==> config.mk <==
export PLATFORM = sky130hd
export DESIGN_NAME = adc_conv_seq
export DESIGN_NICKNAME = d
export VERILOG_FILES = /design/src/rtl/adc_seq_pkg.sv /design/src/rtl/adc_seq_cfg.sv /design/src/rtl/adc_seq_rate.sv /design/src/rtl/adc_seq_ctrl.sv /design/src/rtl/adc_conv_seq.sv
export SDC_FILE = /design/constraint.sdc
export NUM_CORES = 1
export LEC_CHECK = 0
export ABC_AREA = 1
export BUFFER_PORTS_ARGS = -buffer_cell sky130_fd_sc_hd__buf_4
export CAP_MARGIN = 20
export CORE_ASPECT_RATIO = 1.25
export CORE_UTILIZATION = 40
export CTS_CLUSTER_SIZE = 25
export DETAILED_ROUTE_END_ITERATION = 12
export GPL_TIMING_DRIVEN = 0
export PLACE_DENSITY = 0.58
export REMOVE_ABC_BUFFERS = 1
export SYNTH_ARGS = -nofsm -noshare
export SYNTH_HDL_FRONTEND = slang
export SYNTH_SLANG_ARGS = --single-unit
==> constraint.sdc <==
create_clock -name clk -period 3.8 [get_ports clk]
set_clock_uncertainty 0.15 [all_clocks]
set_input_delay 0.76 -clock clk [delete_from_list [all_inputs] [get_ports clk]]
set_output_delay 0.76 -clock clk [all_outputs]
set_load 0.1 [all_outputs]
==> src/rtl/adc_seq_pkg.sv <==
// Package: shared types for the conversion sequencer.
// Assumes: two-bit resolution and gain codes, one mode bit.
package adc_seq_pkg;

    typedef enum logic [1:0] {
        RES_12 = 2'b00,
        RES_14 = 2'b01,
        RES_16 = 2'b10,
        RES_18 = 2'b11
    } res_e;

    typedef struct packed {
        res_e       res;
        logic [1:0] gain;
        logic       oneshot;
    } seq_cfg_t;

    localparam seq_cfg_t CFG_POWERUP = '{res: RES_12, gain: 2'b00, oneshot: 1'b0};

    typedef enum logic [1:0] {
        ST_SETTLE = 2'b00,
        ST_CONV   = 2'b01,
        ST_WAIT   = 2'b10,
        ST_SLEEP  = 2'b11
    } seq_state_e;

endpackage

==> src/rtl/adc_seq_cfg.sv <==
// Module: configuration store.
// Keeps a pending copy written at any time and an active copy that is
// loaded from the pending copy only when a conversion starts.
// Assumes: soft_rst is a one-cycle strobe; load and write in the same
// cycle load the old pending value (the write applies one start later).
module adc_seq_cfg
    import adc_seq_pkg::*;
(
    input  logic     clk,
    input  logic     rst_n,
    input  logic     soft_rst,
    input  logic     wr_en,
    input  seq_cfg_t wr_cfg,
    input  logic     load,
    output seq_cfg_t act_cfg
);

    seq_cfg_t pend_q;
    seq_cfg_t act_q;

    // Pending settings: take every write, fall back to defaults on reset.
    always_ff @(posedge clk) begin
        if (!rst_n || soft_rst) begin
            pend_q <= CFG_POWERUP;
        end else if (wr_en) begin
            pend_q <= wr_cfg;
        end
    end

    // Active settings: copied from pending at each conversion start.
    always_ff @(posedge clk) begin
        if (!rst_n || soft_rst) begin
            act_q <= CFG_POWERUP;
        end else if (load) begin
            act_q <= pend_q;
        end
    end

    assign act_cfg = act_q;

endmodule

==> src/rtl/adc_seq_rate.sv <==
// Module: conversion period timer.
// A prescaler makes a clock enable; a tick counter runs to a terminal
// count of BASE_TICKS * 4^res. period_end is high from the last cycle of
// the period until the next go.
// Assumes: res is stable while run is high; go restarts the period.
module adc_seq_rate
    import adc_seq_pkg::*;
#(
    parameter int PRESC_DIV  = 4,
    parameter int BASE_TICKS = 4
) (
    input  logic clk,
    input  logic rst_n,
    input  logic soft_rst,
    input  logic go,
    input  logic run,
    input  res_e res,
    output logic period_end
);

    localparam int TERM_MAX = BASE_TICKS * 64;
    localparam int TK_W     = $clog2(TERM_MAX + 1);

    logic            tick;
    logic [TK_W-1:0] tk_q;
    logic [TK_W-1:0] term_m1;
    logic            up_q;
    logic            last_now;

    generate
        if (PRESC_DIV > 1) begin : g_presc
            localparam int PW = $clog2(PRESC_DIV);
            logic [PW-1:0] pre_q;

            // Prescaler: free count inside a period, wraps at PRESC_DIV.
            always_ff @(posedge clk) begin
                if (!rst_n || soft_rst || go) begin
                    pre_q <= '0;
                end else if (run) begin
                    pre_q <= (pre_q == PW'(PRESC_DIV - 1)) ? '0 : pre_q + 1'b1;
                end
            end

            assign tick = run && (pre_q == PW'(PRESC_DIV - 1));
        end else begin : g_direct
            assign tick = run;
        end
    endgenerate

    // Terminal count minus one, picked by the resolution code.
    always_comb begin
        term_m1 = TK_W'((BASE_TICKS << (2 * int'(res))) - 1);
    end

    assign last_now   = tick && (tk_q == term_m1);
    assign period_end = up_q || last_now;

    // Tick counter: counts clock enables up to the terminal count.
    always_ff @(posedge clk) begin
        if (!rst_n || soft_rst || go) begin
            tk_q <= '0;
        end else if (tick && !last_now) begin
            tk_q <= tk_q + 1'b1;
        end
    end

    // Sticky end flag: keeps period_end high once the period is over.
    always_ff @(posedge clk) begin
        if (!rst_n || soft_rst || go) begin
            up_q <= 1'b0;
        end else if (run && last_now) begin
            up_q <= 1'b1;
        end
    end

endmodule

==> src/rtl/adc_seq_ctrl.sv <==
// Module: sequencing state machine.
// Runs settle -> convert -> wait-for-period -> (next convert | sleep).
// Holds the settling counter and the result-ready flag.
// Assumes: oneshot is the mode of the conversion in progress;
// SETTLE_CYC >= 1.
module adc_seq_ctrl
    import adc_seq_pkg::*;
#(
    parameter int SETTLE_CYC = 30000
) (
    input  logic clk,
    input  logic rst_n,
    input  logic soft_rst,
    input  logic start_req,
    input  logic mod_done,
    input  logic result_rd,
    input  logic period_end,
    input  logic oneshot,
    output logic go,
    output logic run,
    output logic mod_en,
    output logic standby,
    output logic result_rdy
);

    localparam int STL_W = $clog2(SETTLE_CYC + 1);

    seq_state_e       st_q;
    seq_state_e       st_nxt;
    logic [STL_W-1:0] stl_q;
    logic             rdy_q;
    logic             settle_done;

    assign settle_done = (stl_q == STL_W'(SETTLE_CYC - 1));

    // Next state and conversion-start decision.
    always_comb begin
        st_nxt = st_q;
        go     = 1'b0;
        unique case (st_q)
            ST_SETTLE: begin
                if (settle_done) begin
                    st_nxt = ST_CONV;
                    go     = 1'b1;
                end
            end
            ST_CONV: begin
                if (mod_done) begin
                    if (!period_end) begin
                        st_nxt = ST_WAIT;
                    end else if (oneshot) begin
                        st_nxt = ST_SLEEP;
                    end else begin
                        st_nxt = ST_CONV;
                        go     = 1'b1;
                    end
                end
            end
            ST_WAIT: begin
                if (period_end) begin
                    if (oneshot) begin
                        st_nxt = ST_SLEEP;
                    end else begin
                        st_nxt = ST_CONV;
                        go     = 1'b1;
                    end
                end
            end
            ST_SLEEP: begin
                if (start_req) begin
                    st_nxt = ST_SETTLE;
                end
            end
            default: st_nxt = ST_SETTLE;
        endcase
        if (soft_rst) begin
            st_nxt = ST_SETTLE;
            go     = 1'b0;
        end
    end

    // State register.
    always_ff @(posedge clk) begin
        if (!rst_n) begin
            st_q <= ST_SETTLE;
        end else begin
            st_q <= st_nxt;
        end
    end

    // Settling counter: runs only while in the settle state.
    always_ff @(posedge clk) begin
        if (!rst_n || soft_rst || st_q != ST_SETTLE) begin
            stl_q <= '0;
        end else if (!settle_done) begin
            stl_q <= stl_q + 1'b1;
        end
    end

    // Ready flag: a done during a conversion sets it; a read clears it.
    always_ff @(posedge clk) begin
        if (!rst_n || soft_rst) begin
            rdy_q <= 1'b0;
        end else if (mod_done && st_q == ST_CONV) begin
            rdy_q <= 1'b1;
        end else if (result_rd) begin
            rdy_q <= 1'b0;
        end
    end

    assign run        = (st_q == ST_CONV) || (st_q == ST_WAIT);
    assign mod_en     = (st_q == ST_CONV);
    assign standby    = (st_q == ST_SLEEP);
    assign result_rdy = rdy_q;

endmodule

==> src/rtl/adc_conv_seq.sv <==
// Module: top of the conversion sequencer.
// Ties the configuration store, the period timer and the state machine.
// Assumes: all inputs are synchronous to clk; gcall_rst is a strobe.
module adc_conv_seq
    import adc_seq_pkg::*;
#(
    parameter int SETTLE_CYC = 30000,
    parameter int PRESC_DIV  = 26042,
    parameter int BASE_TICKS = 16
) (
    input  logic       clk,
    input  logic       rst_n,
    input  logic       gcall_rst,
    input  logic       cfg_we,
    input  logic [1:0] cfg_res,
    input  logic [1:0] cfg_gain,
    input  logic       cfg_oneshot,
    input  logic       start_req,
    input  logic       mod_done,
    input  logic       result_rd,
    output logic       mod_en,
    output logic [1:0] res_code,
    output logic [1:0] gain_code,
    output logic       result_rdy,
    output logic       standby
);

    seq_cfg_t wr_cfg;
    seq_cfg_t act_cfg;
    logic     go;
    logic     run;
    logic     period_end;

    // Pack the write port into the configuration record.
    always_comb begin
        wr_cfg.res     = res_e'(cfg_res);
        wr_cfg.gain    = cfg_gain;
        wr_cfg.oneshot = cfg_oneshot;
    end

    adc_seq_cfg u_cfg (
        .clk      (clk),
        .rst_n    (rst_n),
        .soft_rst (gcall_rst),
        .wr_en    (cfg_we),
        .wr_cfg   (wr_cfg),
        .load     (go),
        .act_cfg  (act_cfg)
    );

    adc_seq_rate #(
        .PRESC_DIV  (PRESC_DIV),
        .BASE_TICKS (BASE_TICKS)
    ) u_rate (
        .clk        (clk),
        .rst_n      (rst_n),
        .soft_rst   (gcall_rst),
        .go         (go),
        .run        (run),
        .res        (act_cfg.res),
        .period_end (period_end)
    );

    adc_seq_ctrl #(
        .SETTLE_CYC (SETTLE_CYC)
    ) u_ctrl (
        .clk        (clk),
        .rst_n      (rst_n),
        .soft_rst   (gcall_rst),
        .start_req  (start_req),
        .mod_done   (mod_done),
        .result_rd  (result_rd),
        .period_end (period_end),
        .oneshot    (act_cfg.oneshot),
        .go         (go),
        .run        (run),
        .mod_en     (mod_en),
        .standby    (standby),
        .result_rdy (result_rdy)
    );

    assign res_code  = act_cfg.res;
    assign gain_code = act_cfg.gain;

endmodule

==> impl_summary.txt, run 1 <==
----------------------------------------------------
[Yosys]
  Most frequently used cell type in the post-synthesis netlist ... nand2_1
  Register bit total from synthesis ... 55
  Combinational family with the most area after synthesis ... simple AND/OR/NAND/NOR gates
  Simple-Gate Fraction of Synth Area ... about a third
  Leading area contributor after synthesis ... dfxtp_1
  Unique cell type count in the Yosys netlist ... 27
  Top post-synthesis cells by area ... dfxtp_1 (37%), nand2_1 (11%), inv_1 (8.4%)
  Post-Synthesis Cell Area ... approximately 3000 um2
  Fraction of synthesis flops using an asynchronous set or reset pin ... 0%
  Mapped Cells ... 438
  Per-instance average area after synthesis ... about 6.8 um2
  Synthesized-area fraction occupied by adder cells ... 4.18%
  Post-Synth XOR/XNOR Area ... ~6.4%
  Area fraction of the dominant cell type after synthesis ... roughly 37%
  Number of enable-type register cells in the synthesized netlist ... 0
  List of most frequent post-synthesis cells ... nand2_1 (88), inv_1 (67), nor2_1 (64)
  Sequential element share of the synthesized area ... a little under two fifths
  Share of synthesized area spent on multiplexers ... 0%
  Number of synthesis warnings ... 0
  Main synth FF type ... dfxtp_1
  Share of the synthesized area in compound gates (AO/OA/AOI/OAI) ... approximately 8.7%

[Pwr]
  Power share of the combinational group ... under 10%
  Share of power burned in registers ... between 60% and 70%
  Reported net switching power ... around 0.21 mW
  P per Cell Area ... 286 nW/um2
  Worst supply voltage drop on vdd ... approximately 0.00017 V
  Sw Ratio ... between 20% and 30%
  Portion of total power attributed to the clock network ... between 30% and 40%
  LEAKAGE ... approximately 1.1 nW
  Internal Power ... 0.721 mW

[Critical path]
  Worst Setup Path Type ... reg2reg
  Critical path data arrival time ... between 2 and 3 ns
  Worst-path cell chain ... inv_1, ha_1, nand2_1, nor2_1, nand2_1, nor2_4, nand3_2, nand2_2, nand3_2, nand2_2, nand2_2, nand2_4, nor2_1
  Worst Setup Start Kind ... flip-flop
  Origin of the critical flop-to-flop path ... u_ctrl.st_q[0]$_SDFFE_PP0P_
  Number of cells on the critical path ... 13
  Number of buffer and inverter instances along the worst setup path ... 1
  Critical path endpoint category ... flip-flop
  Family of cells with the greatest summed delay on the critical path ... simple AND/OR/NAND/NOR gates
  CP max stage cell ... ha_1
  Crit. Startpoint ... u_ctrl.st_q[0]$_SDFFE_PP0P_
  Required time of the critical path ... ~3.9 ns
  Top fanout value on the critical path ... 16
  Most Frequent Cell on Critical Path ... nand2_2
  Reg-to-reg critical path endpoint ... u_rate.g_presc.pre_q[11]$_SDFFE_PP0P_
  Worst setup endpoint ... u_rate.g_presc.pre_q[11]$_SDFFE_PP0P_
  Worst-case register-to-register setup slack ... around 1.1 ns
  Slowest stage delay, CP ... 0.52 ns
  Length in cells of the worst reg-to-reg path ... 13

[Placement]
  DP Wirelength ... 4460 um
  Worst-case setup slack after placement ... approximately 0.9 ns
  Routability congestion estimate from global placement ... 0.815
  Number of buffer cells added on primary ports ... 18
  Dpl cell area ... around 3200 um2

[Cells and area]
  # nets final ... roughly 480
  Area of the multi-input gates ... 1570 um2
  Final Cell Area ... roughly 3300 um2
  Filler instances ... 736
  Share of post-route cells with drive strength above 1 ... under 10%
  Area added between synthesis and finish ... 8.95%
  Footprint of the flip-flops and latches ... around 1100 um2
  Antenna diodes ... 0

[STA]
  Sum of negative setup slack ... 0 ns
  Final setup vio count ... 0
  Final-report max-slew violation count ... 0
  Setup repair after global routing missed its margin ... no
  Transition time at the pin with the least slew margin ... between 0.9 and 1 ns
  Final period demand of the worst path ... roughly 2.7 ns
  Final clock period utilization by the worst path ... a little over two thirds
  Max Clk Rate ... roughly 0.37 GHz
  Final hold vios ... 0
  Final worst-path setup slack ... approximately 1.1 ns
  Slew HR ... 36.9%

[Hold path]
  Worst min-delay path class ... reg2reg
  Worst Hold Path Cells ... 2

[Route]
  Residual DRC ... 0
  Detailed-route wire length ... 5850 um
  Iteration-0 DRC Markers ... 124
  Number of detailed-route iterations in the first pass ... 4
  Post-route ant nets ... 0
  Via-to-Cell Ratio ... ~4.8
  Per-cell routed wire length ... around 11 um
  Detailed-route via count ... roughly 2,600

[Clock network]
  Hold bufs inserted after CTS ... 0
  Number of gates resized after cts ... 0
  Clock sink count ... 55
  Clock tree from TritonCTS ... done
  Skew-Pair Late Insertion Delay ... 0.31 ns
  Htree depth ... 2
  Post-CTS clock slew at the launch and capture registers of the worst setup and hold paths ... approximately 0.10 ns
  Number of buffers created by CTS ... 5
  Clock root buffer ... clkbuf_8
  Clock buffer depth ... 2
  Post-CTS setup buffer count ... 0

[Global route]
  Global-route wire length before repair ... 10000 um
  Vias in the first global route ... approximately 2,400
  Residual overflow from global routing ... 0
  Largest net degree at the start of global routing ... 17
  Overall track demand over capacity in global routing ... between 10% and 20%
  Antenna violations before repair ... 0

[Floorplan]
  IO Count ... 19
  Initial Util ... between 40% and 50%
  Die boundary width ... between 70 and 80 um
  Floorplan die area ... approximately 8000 um2
  Vertical die dimension ... 98.7 um
  Core box area ... ~7100 um2
  Site Rows ... 34

[Status]
  Status ... complete, no violations

[Job]
  Max-cap check violation count ... 0

----------------------------------------------------
-- per-layer routing --
| layer | vias to the layer above | share of wire [%] | wire length [um] | global-route usage [%] |
|---|---|---|---|---|
| li1 | 1418 | - | - | - |
| met1 | 1142 | 46 | 2680 | 18.1 |
| met2 | 30 | 50 | 2920 | 29.4 |
| met4 | 0 | 1.7 | 97 | 5.59 |
| met5 | - | 0 | 0 | 0 |
| met3 | 7 | 2.5 | 145 | 2.50 |
-- registers in the layout, summed over array words and instances, names as in the netlist --
register / cells
u_rate.up_q: 1
u_cfg.pend_q: 5
u_ctrl.stl_q: 15
u_rate.g_presc.pre_q: 15
u_ctrl.result_rdy: 1
u_cfg.act_cfg: 5
u_ctrl.st_q: 2
u_rate.tk_q: 11
-- worst reg2reg max path, delay by kind of cell (launching register included) --
| kind | cells | cell delay [ns] |
|---|---|---|
| DFF | 1 | 0.42 |
| and+or+nand+nor | 11 | 1.37 |
| buffers and inverters | 1 | 0.11 |
| adders and majority gates | 1 | 0.52 |
-- power groups by stage --
stage               logic, mW  registers (mW)  clock network, mW
detailed placement     0.0326           0.594                  0
CTS                    0.0326           0.581              0.336
global route           0.0365           0.581              0.355
global placement       0.0320           0.594                  0
floorplan              0.0176           0.594                  0
finish                 0.0319           0.580              0.319
-- worst min-delay path by stage --
stage | startpoint | end | slack [ns]
2_1_floorplan | u_cfg.pend_q[3]$_SDFFE_PP0P_ | u_cfg.pend_q[3]$_SDFFE_PP0P_ | 0.28
3_3_place_gp | u_cfg.pend_q[3]$_SDFFE_PP0P_ | u_cfg.pend_q[3]$_SDFFE_PP0P_ | 0.30
3_5_place_dp | u_cfg.pend_q[3]$_SDFFE_PP0P_ | u_cfg.pend_q[3]$_SDFFE_PP0P_ | 0.30
4_1_cts | u_cfg.pend_q[3]$_SDFFE_PP0P_ | u_cfg.pend_q[3]$_SDFFE_PP0P_ | 0.31
5_1_grt | u_cfg.pend_q[2]$_SDFFE_PP0P_ | u_cfg.pend_q[2]$_SDFFE_PP0P_ | 0.34
6_report | u_cfg.pend_q[3]$_SDFFE_PP0P_ | u_cfg.pend_q[3]$_SDFFE_PP0P_ | 0.31
-- placed cells by master, fill, tap and decap left out, drive strengths merged --
cell	n
nand2	94
inv	67
nor2	66
dfxtp	55
a21oi	29
nand3	29
o21ai	20
buf	18
xor2	15
nor3	14
ha	10
nand4	9
nor4	7
xnor2	7
clkbuf	6
or2	4
clkinv	2
o22ai	1
or3	1
o211ai	1
clkinvlp	1
-- layout make-up --
type | instances | area share, %
repair buffers | 18 | 4.15
clock inverters | 2 | 0.384
flip-flops and latches | 55 | 33.8
multi-input cells | 307 | 48.2
well taps | 90 | 3.46
clock buffers | 6 | 2.23
inverters | 68 | 7.83
-- cells by family (layout without fill, tap and decap cells) --
family                   after synthesis  count (layout)
AND/OR/NAND/NOR                      224             224
flip-flops                            55              55
adder cells (fa/ha/maj)               10              10
buffers and inverters                 76              94
XOR/XNOR                              22              22
AO/OA/AOI/OAI                         51              51
-- through the flow --
step           utilization (%)  total power [mW]  cells  hold WS, ns
2_1_floorplan                -             0.611    430        0.281
6_report                  45.9             0.931    546        0.311
5_1_grt                   45.9             0.973    546        0.338
3_3_place_gp              44.7             0.626    538        0.296
4_1_cts                   45.9             0.949    546        0.314
3_5_place_dp              44.7             0.627    538        0.300
(Power assumes the default switching activity.)
==> run 2, diff against run 1 <==
--- a/config.mk
+++ b/config.mk
@@ -13,7 +13,7 @@
 export CTS_CLUSTER_SIZE = 25
 export DETAILED_ROUTE_END_ITERATION = 12
 export GPL_TIMING_DRIVEN = 0
-export PLACE_DENSITY = 0.58
+export PLACE_DENSITY = 0.61
 export REMOVE_ABC_BUFFERS = 1
 export SYNTH_ARGS = -nofsm -noshare
 export SYNTH_HDL_FRONTEND = slang
==> constraint.sdc (replaced) <==
create_clock -name clk -period 2.3 [get_ports clk]
set_clock_uncertainty 0.15 [all_clocks]
set_input_delay 0.46 -clock clk [delete_from_list [all_inputs] [get_ports clk]]
set_output_delay 0.46 -clock clk [all_outputs]
set_load 0.1 [all_outputs]
==> impl_summary.txt, run 2 (synthesized netlist as in run 1, its figures left out) <==
----------------------------------------------------
[Status]
  Status ... complete, no violations

[Hold path]
  Worst min-delay path class ... in2reg
  Hold path startpoint ... result_rd

[STA]
  Slew HR ... 34.9% (-2.0 points)
  Setup repair after global routing missed its margin ... yes
  Final period demand of the worst path ... 2.14 ns (-0.530 ns)
  Sum of negative setup slack ... 0 ns (unchanged)
  Final-report max-slew violation count ... 0 (unchanged)
  Final hold vios ... 0 (unchanged)
  Max Clk Rate ... 0.468 GHz (+25%)
  Final clock period utilization by the worst path ... 93.0% (+23 points)
  Final worst-path setup slack ... 0.161 ns (-0.970 ns)
  Transition time at the pin with the least slew margin ... 0.973 ns (+0.0297 ns)
  Final setup vio count ... 0 (unchanged)

[Critical path]
  CP max stage cell ... nor4_1
  Top fanout value on the critical path ... 5 (-11)
  Worst-case register-to-register setup slack ... 0.16 ns (-0.97 ns)
  Crit. Startpoint ... u_ctrl.st_q[0]$_SDFFE_PP0P_
  Worst Setup Path Type ... reg2reg
  Critical path endpoint category ... flip-flop
  Number of buffer and inverter instances along the worst setup path ... 3 (+2)
  Slowest stage delay, CP ... 0.50 ns (-0.02 ns)
  Critical path data arrival time ... 2.20 ns (-0.52 ns)
  Worst Setup Start Kind ... flip-flop
  Worst-path cell chain ... inv_1, ha_4, buf_4, inv_1, nor4_1, nand2_1, nor2_1, xnor2_1, nor2_1
  Origin of the critical flop-to-flop path ... u_ctrl.st_q[0]$_SDFFE_PP0P_
  Required time of the critical path ... 2.36 ns (-1.49 ns)
  Family of cells with the greatest summed delay on the critical path ... simple AND/OR/NAND/NOR gates

[Global route]
  Global-route wire length before repair ... 11,000 um (+9.6%)
  Largest net degree at the start of global routing ... 17 (unchanged)
  Overall track demand over capacity in global routing ... 17.4% (+1.5 points)
  Residual overflow from global routing ... 0 (unchanged)
  Antenna violations before repair ... 0 (unchanged)
  Vias in the first global route ... 2,525 (+4.5%)

[Floorplan]
  Floorplan die area ... 7830 um2 (unchanged)
  Die boundary width ... 79.3 um (unchanged)
  Core box area ... 7100 um2 (unchanged)
  Site Rows ... 34 (unchanged)
  IO Count ... 19 (unchanged)
  Vertical die dimension ... 98.7 um (unchanged)
  Initial Util ... 42.1% (unchanged)

[Route]
  Detailed-route via count ... 2,665 (+2.6%)
  Via-to-Cell Ratio ... 4.82 (+1.3%)
  Residual DRC ... 0 (unchanged)
  Number of detailed-route iterations in the first pass ... 4 (unchanged)
  Per-cell routed wire length ... 11.2 um (+4.8%)
  Detailed-route wire length ... 6210 um (+6.2%)
  Post-route ant nets ... 0 (unchanged)
  Iteration-0 DRC Markers ... 120 (-3.2%)

[Cells and area]
  Commonest cells after routing, fill and taps aside ... nand2_1 (88), inv_1 (65), nor2_1 (61), dfxtp_1 (51), a21oi_1 (29)
  Largest registers ... u_ctrl.stl_q (15), u_rate.g_presc.pre_q (15), u_rate.tk_q (11)
  Final Cell Area ... 3420 um2 (+5.1%)
  Antenna diodes ... 0 (unchanged)
  Filler instances ... 704 (-4.3%)
  Share of post-route cells with drive strength above 1 ... 12.3% (+3.5 points)
  Most common cell after layout, fill and taps aside ... nand2_1
  # nets final ... 484 (+1.5%)
  Area added between synthesis and finish ... 14.5%

[Pwr]
  Portion of total power attributed to the clock network ... 34.2% (about the same)
  P per Cell Area ... 451 nW/um2 (+58%)
  Reported net switching power ... 0.354 mW (+68%)
  Share of power burned in registers ... 61.8% (-0.5 points)
  Sw Ratio ... 22.9% (+0.33 points)
  Worst supply voltage drop on vdd ... 0.000289 V (+72%)
  Power share of the combinational group ... 4.0% (+0.6 points)
  Internal Power ... 1.19 mW (+65%)
  LEAKAGE ... 1.15 nW (+2.9%)

[Clock network]
  Clock root buffer ... clkbuf_8
  Number of buffers created by CTS ... 5 (unchanged)
  Clock sink count ... 55 (unchanged)
  Hold bufs inserted after CTS ... 0 (unchanged)
  Clock buffer depth ... 2 (unchanged)
  Htree depth ... 2 (unchanged)
  Clock tree from TritonCTS ... done
  Post-CTS clock slew at the launch and capture registers of the worst setup and hold paths ... 0.10 ns (about the same)
  Skew-Pair Late Insertion Delay ... 0.31 ns (about the same)

[Placement]
  Routability congestion estimate from global placement ... 0.899 (+10%)
  Worst-case setup slack after placement ... -0.308 ns (-1.21 ns)
  Dpl cell area ... 3170 um2 (unchanged)
  Number of buffer cells added on primary ports ... 18 (unchanged)
  DP Wirelength ... 4370 um (-2.0%)

[Job]
  Max-cap check violation count ... 0 (unchanged)

----------------------------------------------------
run 2: cell count changes in the layout (fill, tap and decap cells not counted), moves of 2 or more:
cell / change
buf_4: +3
clkinvlp_4: +2
dfxtp_1: -4
dfxtp_4: +3
inv_1: -2
nand2_2: -4
nand2_4: +3
nand2_8: +2
nand3_4: +2
nor2_1: -3
nor2_2: +2
run 2: timing repair:
action | 4_1_cts | 5_1_grt
pin swaps | 1 | 4
setup endpoints to repair | 32 | 35
cloned | 1 | 2
hold endpoints to repair | 0 | 0
resized for setup | 10 | 14
setup buffers | 2 | 2
run 2: worst paths after layout:
kind | to | cells past startpoint
worst max-delay path | u_rate.g_presc.pre_q[11]$_SDFFE_PP0P_ | 9
worst min-delay path | u_ctrl.result_rdy$_SDFFE_PP0P_ | 4
worst max register to register | u_rate.g_presc.pre_q[11]$_SDFFE_PP0P_ | 9
worst min register to register | u_cfg.pend_q[0]$_SDFFE_PP0P_ | 2
run 2: worst min-delay path: stages:
cell and delay [ns]:
buf_4 0.08, inv_1 0.03, nand2_1 0.04, a21oi_1 0.05
run 2: metal layers:
| metal | track usage, % | routed length [um] | up-vias | part of all wire (%) |
|---|---|---|---|---|
| met5 | 0 | 0 | - | 0 |
| met4 | 5.59 | 102 | 0 | 1.6 |
| met3 | 3.06 | 150 | 10 | 2.4 |
| met2 | 31.2 | 3110 | 29 | 50 |
| li1 | - | - | 1437 | - |
| met1 | 20.7 | 2840 | 1189 | 46 |
run 2: area by class of cell:
cell class,instances,area [um2],area share [%]
clock buffer,6,72.6,2.12
clock inverter,2,12.5,0.365
inverter,68,259,7.57
multi-input combinational,309,1670,48.7
sequential,55,1110,32.5
tap,90,113,3.29
timing repair buffer,22,178,5.19
timing repair inverter,1,7.51,0.219
run 2: per-stage QoR:
step                      hold slack, ns  power (mW)  util [%]  instances
after floorplan                    0.281        1.01         -        430
after global placement             0.297        1.03      44.7        538
after detailed placement           0.302        1.03      44.7        538
after CTS                          0.238        1.56      46.9        549
after global routing               0.244        1.61      48.2        553
final                              0.238        1.55      48.2        553
run 2: power by group through the flow:
stage | Sequential (mW) | Clock, mW | Combinational (mW)
floorplan | 0.981 | 0 | 0.0291
global placement | 0.981 | 0 | 0.0526
detailed placement | 0.981 | 0 | 0.0531
CTS | 0.959 | 0.545 | 0.0584
global route | 0.957 | 0.583 | 0.0698
finish | 0.956 | 0.528 | 0.0618
